### src/rtl/async_rx.sv
module async_rx (
  input  logic       clk,
  input  logic       rst_n,
  input  logic       carrier_lost,
  input  logic       rxd,
  input  logic [1:0] rate_sel,
  input  logic       char7,
  input  logic       par_en,
  input  logic       par_odd,
  input  logic       rd_strobe,
  output logic [7:0] rx_byte,
  output logic       rx_full,
  output logic       par_err,
  output logic       frm_err,
  output logic       ovr_err
);

  logic       busy;
  logic [5:0] phase;
  logic [4:0] lowcnt;
  logic [3:0] idx;
  logic [7:0] shreg;
  logic       pacc;
  logic       ovr_pend;

  wire [5:0] per_m1  = (rate_sel == 2'b00) ? 6'd0 : (rate_sel == 2'b01) ? 6'd15 : 6'd63;
  wire [4:0] half_m1 = (rate_sel == 2'b00) ? 5'd0 : (rate_sel == 2'b01) ? 5'd7  : 5'd31;
  wire [3:0] nbits    = char7 ? 4'd7 : 4'd8;
  wire [3:0] last_idx = nbits + {3'b000, par_en};

  wire sample = busy && (phase == per_m1);
  wire fin    = sample && (idx == last_idx);
  wire take   = fin && !carrier_lost && (!rx_full || rd_strobe);

  always_ff @(posedge clk or negedge rst_n) begin
    if (!rst_n) begin
      busy   <= 1'b0;
      phase  <= '0;
      lowcnt <= '0;
      idx    <= '0;
      shreg  <= '0;
      pacc   <= 1'b0;
    end else if (carrier_lost) begin
      busy   <= 1'b0;
      phase  <= '0;
      lowcnt <= '0;
      idx    <= '0;
    end else if (!busy) begin
      if (rxd) begin
        lowcnt <= '0;
      end else if (lowcnt == half_m1) begin
        busy   <= 1'b1;
        phase  <= '0;
        lowcnt <= '0;
        idx    <= '0;
        shreg  <= '0;
        pacc   <= 1'b0;
      end else begin
        lowcnt <= lowcnt + 5'd1;
      end
    end else if (sample) begin
      phase <= '0;
      idx   <= idx + 4'd1;
      if (idx < nbits) begin
        shreg[idx[2:0]] <= rxd;
        pacc            <= pacc ^ rxd;
      end else if (par_en && idx == nbits) begin
        pacc <= pacc ^ rxd;
      end
      if (fin) busy <= 1'b0;
    end else begin
      phase <= phase + 6'd1;
    end
  end

  always_ff @(posedge clk or negedge rst_n) begin
    if (!rst_n) begin
      rx_byte  <= '0;
      rx_full  <= 1'b0;
      par_err  <= 1'b0;
      frm_err  <= 1'b0;
      ovr_err  <= 1'b0;
      ovr_pend <= 1'b0;
    end else begin
      if (take) begin
        rx_byte <= shreg;
        par_err <= par_en && (pacc != par_odd);
        frm_err <= !rxd;
        rx_full <= 1'b1;
      end else if (rd_strobe) begin
        rx_full <= 1'b0;
      end
      if (rd_strobe) begin
        ovr_err  <= ovr_pend;
        ovr_pend <= 1'b0;
      end else if (fin && !carrier_lost && rx_full) begin
        ovr_pend <= 1'b1;
      end
    end
  end

  a_r7_hold_stable: assert property (@(posedge clk) disable iff (!rst_n)
    (rx_full && !rd_strobe) |=> ($stable(rx_byte) && $stable(par_err) && $stable(frm_err)));

  a_r4_bit7_zero: assert property (@(posedge clk) disable iff (!rst_n)
    ($rose(rx_full) && $past(char7)) |-> !rx_byte[7]);

  a_r5_no_parity: assert property (@(posedge clk) disable iff (!rst_n)
    ($rose(rx_full) && $past(!par_en)) |-> !par_err);

  a_r8_read_clears: assert property (@(posedge clk) disable iff (!rst_n)
    (rd_strobe && !fin) |=> !rx_full);

  a_r9_ovr_on_read: assert property (@(posedge clk) disable iff (!rst_n)
    $rose(ovr_err) |-> $past(rd_strobe));

  a_r10_carrier_idle: assert property (@(posedge clk) disable iff (!rst_n)
    carrier_lost |=> !busy);

endmodule

### config.mk
export PLATFORM = sky130hd
export DESIGN_NAME = async_rx
export DESIGN_NICKNAME = d
export VERILOG_FILES = /design/src/rtl/async_rx.sv
export SDC_FILE = /design/constraint.sdc
export NUM_CORES = 1
export LEC_CHECK = 0
export ABC_AREA = 1
export ABC_CLOCK_PERIOD_IN_PS = 1700
export BUFFER_PORTS_ARGS = -buffer_cell sky130_fd_sc_hd__buf_2
export CAP_MARGIN = 10
export CORE_MARGIN = 5
export CORE_UTILIZATION = 52
export DETAILED_ROUTE_END_ITERATION = 12
export PLACE_DENSITY = 0.72
export REMOVE_ABC_BUFFERS = 1
export SYNTH_ARGS = -nofsm -noshare
export SYNTH_HDL_FRONTEND = slang
export SYNTH_SLANG_ARGS = --single-unit
export TNS_END_PERCENT = 100
### constraint.sdc
create_clock -name clk -period 1.7 [get_ports clk]
set_clock_uncertainty 0.1 [all_clocks]
set_input_delay 0.51 -clock clk [delete_from_list [all_inputs] [get_ports clk]]
set_output_delay 0.51 -clock clk [all_outputs]
set_load 0.05 [all_outputs]
## Word level (Yosys, flattened, before mapping)

Cells that the tools add are included.
W data, S select, Z words.

- $lt $le $gt $ge: 3
- Add/subtract/negate cells: 4
- Reduce and logical (&&, ||, !) cells: 21
- Bitwise operators: 2
- Equality and inequality tests: 13
- Multiplexer cells: 43

Operators by type and width:

| kind | count |
|---|---|
| $mux W6 | 7 |
| $mux W8 | 5 |
| $mux W5 | 6 |
| $mux W4 | 6 |
| $mux W1 | 17 |
| $reduce_and A5 Y1 | 2 |
| $bwmux W8 | 1 |
| $eq A4 B4 Y1 | 2 |
| $logic_and A1 B1 Y1 | 8 |
| $add A6 B1 Y6 const B | 1 |
| $eq A6 B6 Y1 | 1 |
| $ne A2 B1 Y1 const B | 3 |
| $ne A3 B2 Y1 const B | 2 |
| $reduce_bool A2 Y1 | 3 |
| $add A5 B1 Y5 const B | 1 |
| $eq A5 B5 Y1 | 1 |
| $add A4 B1 Y4 | 1 |
| $add A4 B1 Y4 const B | 1 |
| $lt A3 B4 Y1 const B | 1 |
| $lt A4 B4 Y1 | 1 |
| $demux W1 S3 | 1 |
| $ge A3 B1 Y1 const B | 1 |
| $logic_not A1 Y1 | 3 |
| $ne A3 B1 Y1 const B | 1 |
| 10 further kinds | 10 |

- Bits of input ports: 10
- Flip-flop bits (word level): 38

## Depth between registers and ports, before layout

- Depth in word-level cells: 10
- Depth in mapped cells: 11

## Worst setup path after synthesis

No wires, ideal clock.

- Path kind: in2reg
- From: input char7
- To: register shreg[0]
- Slack: -0.120 ns
- Data required time: 1.535 ns
- Cell stages on the path: 11
- Buffers on the path: 0
- Setup time: 0.065 ns
- Arrival: 1.656 ns
- Path through: inv_1 -> ha_1 -> inv_1 -> nor2_1 -> o21ai_0 -> nand2_1 -> nand2_1 -> nand3_4 -> nor2_1 -> nand2_1 -> nand2_1

- Cells in the longest elaborated chain, start to end: 4

RTL lines:

| element | line | RTL |
|---|---|---|
| start: declaration | 7 | `input logic char7,` |
| $mux W4 | 28 | `wire [3:0] nbits = char7 ? 4'd7 : 4'd8;` |
| $lt A4 B4 Y1 | 64 | `if (idx < nbits) begin` |
| $ne A2 B1 Y1 (no line) | -- |  |
| $reduce_and A5 Y1 (no line) | -- |  |
| end signal: indexed assignment | 65 | `shreg[idx[2:0]] <= rxd;` |
| end: declaration | 22 | `logic [7:0] shreg;` |

No other way between the ends.
A chain may end at the register's enable or synchronous reset.

## Worst setup path in the final report

- From: register idx[1]
- To: register shreg[7]

- Cells in the longest elaborated chain, start to end: 8
- Elaborated cells between the ends (all ways): 12
- Those cells by class: order compare: 3; eq/ne: 1; mux: 6; reduce/logical: 2

RTL lines:

| element | line | RTL |
|---|---|---|
| start: declaration | 21 | `logic [3:0] idx;` |
| start signal: assignment | 63 | `idx <= idx + 4'd1;` |
| $lt A3 B4 Y1 (implied by the code) or $ge A3 B1 Y1 (tied branches) | 65 |  |
| $logic_and A1 B1 Y1 (implied by the code) | 65 |  |
| $mux W1 (implied by the code) | 65 |  |
| $demux W1 S3 | 65 |  |
| $bwmux W8 | 65 |  |
| $mux W8 | 64 |  |
| $mux W8 | 61 | `end else if (sample) begin` |
| $mux W8 | 48 | `end else if (!busy) begin` |

Parallel ways exist; a longest one is shown, timed or not. The select of a mux whose other input is x is not followed.

==> flow_summary.json <==
{
  "status": "complete, but fails checks",
  "violations": "negative setup slack",
  "dp_hpwl_um": 3457,
  "crit_path_end_kind": "register",
  "final_cell_mix": "66 x nand2_1, 36 x dfrtp_1, 34 x buf_4",
  "power_density_nw_per_um2": 614.4,
  "antenna_cells": 0,
  "synth-edff-count": 0,
  "power.leakage_uw": 0.001496,
  "post_dp_cell_area_um2": 2636,
  "switchingPower_uw": 463.0,
  "clk_pin_slew_ns": 0.07,
  "synth_cell_type_count": 29,
  "synth-seq-cells": 38,
  "h-tree-depth": 2,
  "hold_ws_ns": 0.07236,
  "crit_fanout": 8,
  "dr_total_vias": 2085,
  "cts_root_buf": "clkbuf_8",
  "tritoncts": "yes",
  "grt_first_pass_wirelength_um": 8369,
  "final_max_slew_viol_count": 0,
  "gp_congestion": 0.8373,
  "seq_area_frac_synth_pct": 41.35,
  "netSwitchingFraction_pct": 25.58,
  "numPlacedInstances": 384,
  "r2r_cells": 11,
  "cts_num_sinks": 38,
  "ctsLongestPathBuffers": 2,
  "grt_max_degree": 39,
  "final_common_cell": "nand2_1",
  "relSlewSlack_pct": 81.00,
  "die_h_um": 76.50,
  "syn_to_final_growth_pct": 28.13,
  "hold_path.class": "in -> async",
  "p_comb_share_pct": 12.6,
  "grt-ovfl-total": 0,
  "grt_pass1_vias": 1934,
  "hold_viol_final": 0,
  "final_cell_count_no_fill": 404,
  "antenna_left": 0,
  "firstDrtPassIters": 4,
  "report.final.setup_viol": 1,
  "avgSynthCellArea_um2": 7.822,
  "pwr-share-seq_pct": 52.2,
  "drt-vias-per-instance": 5.161,
  "worst_setup_path_start_kind": "register",
  "ys_warn_count": 0,
  "worst_pin_slew_ns": 0.2850,
  "worst_slack_ns": -0.0004363,
  "ys.flop_type": "dfrtp_1",
  "route.detailed.drc": 0,
  "rsz0062_at_grt": "true",
  "fmax_ghz": 0.5881,
  "drive_gt1_share_pct": 33.81,
  "syn_area_um2": 2300,
  "ir_drop_uv": 373.0,
  "drt-wirelength-per-cell_um": 12.14,
  "max-cap-violations": 0,
  "portBuffers": 21,
  "core_region_area_um2": 4324,
  "fp.dieArea_um2": 5852,
  "clock_latency_ns": 0.29,
  "first_iter_violations": 181,
  "numCtsBuffers": 5,
  "worstReg2RegStart": "idx[1]",
  "grt_antenna_before_repair": 0,
  "drt_wl_total_um": 4906,
  "reg2reg_to": "shreg[7]",
  "min_period_ns": 1.700,
  "crit_arrival_ns": 1.83,
  "setup_tns_ns": -0.0004363,
  "power_frac_clock_pct": 35.2,
  "r2r_slack_ns": -0.0004,
  "rows": 24,
  "postSynthCellCount": 294,
  "start_util_pct": 53.18,
  "cp.required_ns": 1.83,
  "grt_usage_pct": 17.14,
  "worstSetupPathType": "reg -> reg",
  "p_int_uw": 1347,
  "synthArstFlopShare_pct": 100.0,
  "timing.final.crit_share_pct": 100.0,
  "final_cell_area_um2": 2947,
  "die_w_um": 76.50,
  "nets": 370,
  "pin_count": 22
}
[routing by layer]
metal  up-vias  global-route usage (%)  wire (um)  share of wire, %
met5         -                       0          0                 0
met1       967                   20.72       2171                44
met2        39                   30.48       2489                51
li1       1072                       -          -                 -
met4         0                   5.245         66               1.3
met3         7                   3.310        179               3.6
[stage by stage]
| step | util, % | setup WS (ns) | total power, uW |
|---|---|---|---|
| floorplan | - | -0.2997 | 1065 |
| CTS | 63.98 | -0.03466 | 1809 |
| global placement | 60.97 | -0.3189 | 1156 |
| detailed placement | 60.97 | -0.3957 | 1162 |
| finish | 68.14 | -0.0004363 | 1810 |
| global route | 68.14 | -0.1174 | 1913 |
[state kept, by name (all words and copies together), names as in the netlist]
signal,count
ovr_err,1
rx_full,1
phase,6
idx,4
rx_byte,8
frm_err,1
par_err,1
lowcnt,5
busy,1
ovr_pend,1
shreg,8
pacc,1
[worst max-delay path, cell delays in order, from the launching register on]
cell and delay [ns]:
dfrtp_1 0.44, ha_4 0.24, inv_2 0.05, nor2_2 0.03
o21ai_1 0.10, nand2_1 0.09, nand2_2 0.08, buf_12 0.12
nand3_4 0.13, nor2_2 0.14, nand2_1 0.05, nand2_1 0.06
[Yosys cell counts (6+ instances only)]
library cell	n	area share [%]
nor2_1	23	3.8
inv_1	36	5.9
o21ai_2	10	3.8
a21oi_1	6	1.3
nand4_1	16	4.4
dfrtp_1	38	41
ha_1	9	4.9
nor3_1	9	2.0
o21ai_0	12	2.6
nand3_1	19	4.1
xor2_1	7	2.7
nand2_1	78	13
[how the worst max path moves through the flow]
| stage | from | to | slack [ns] | cells past startpoint |
|---|---|---|---|---|
| 4_1_cts | idx[1] | shreg[7] | -0.03 | 11 |
| 3_3_place_gp | char7 | shreg[5] | -0.32 | 13 |
| 2_1_floorplan | par_en | frm_err | -0.30 | 8 |
| 5_1_grt | idx[1] | shreg[7] | -0.12 | 11 |
| 6_report | idx[1] | shreg[7] | -0.0004 | 11 |
| 3_5_place_dp | char7 | shreg[1] | -0.40 | 13 |
[logic make-up (layout without fill, tap and decap cells)]
kind of cell               after synthesis  count (layout)  synth area share [%]
and+or+nand+nor                        156             156                 31.56
DFF                                     38              38                 41.35
adders and majority gates                9               9                 4.897
buffers and inverters                   48             106                 9.249
xor gates and xnor gates                 8               8                 3.047
AOI/OAI and AO/OA                       35              35                 9.903
[final cells by class]
| type | count | area [um^2] |
|---|---|---|
| well taps | 52 | 65.06 |
| multi-input cells | 208 | 1250 |
| repair buffers | 59 | 437.9 |
| flip-flops and latches | 38 | 953.4 |
| clock buffers | 7 | 86.33 |
| inverters | 39 | 148.9 |
| clock inverters | 1 | 5.005 |
| fillers | 361 | 1378 |
[what timing repair did]
action                                  CTS  global route
endpoints found under the hold margin     0             0
gates resized for setup                   8            31
hold buffers                              0             0
setup buffers                             2            11
pin swaps                                 2            10
endpoints found under the setup margin   18            26
[power groups by stage]
stage          combinational (uW)  sequential, uW  clock [uW]
4_1_cts                       207             946         657
2_1_floorplan                 106             960           0
5_1_grt                       259             949         706
6_report                      227             946         637
3_5_place_dp                  200             963           0
3_3_place_gp                  195             962           0
(Power assumes the default switching activity.)
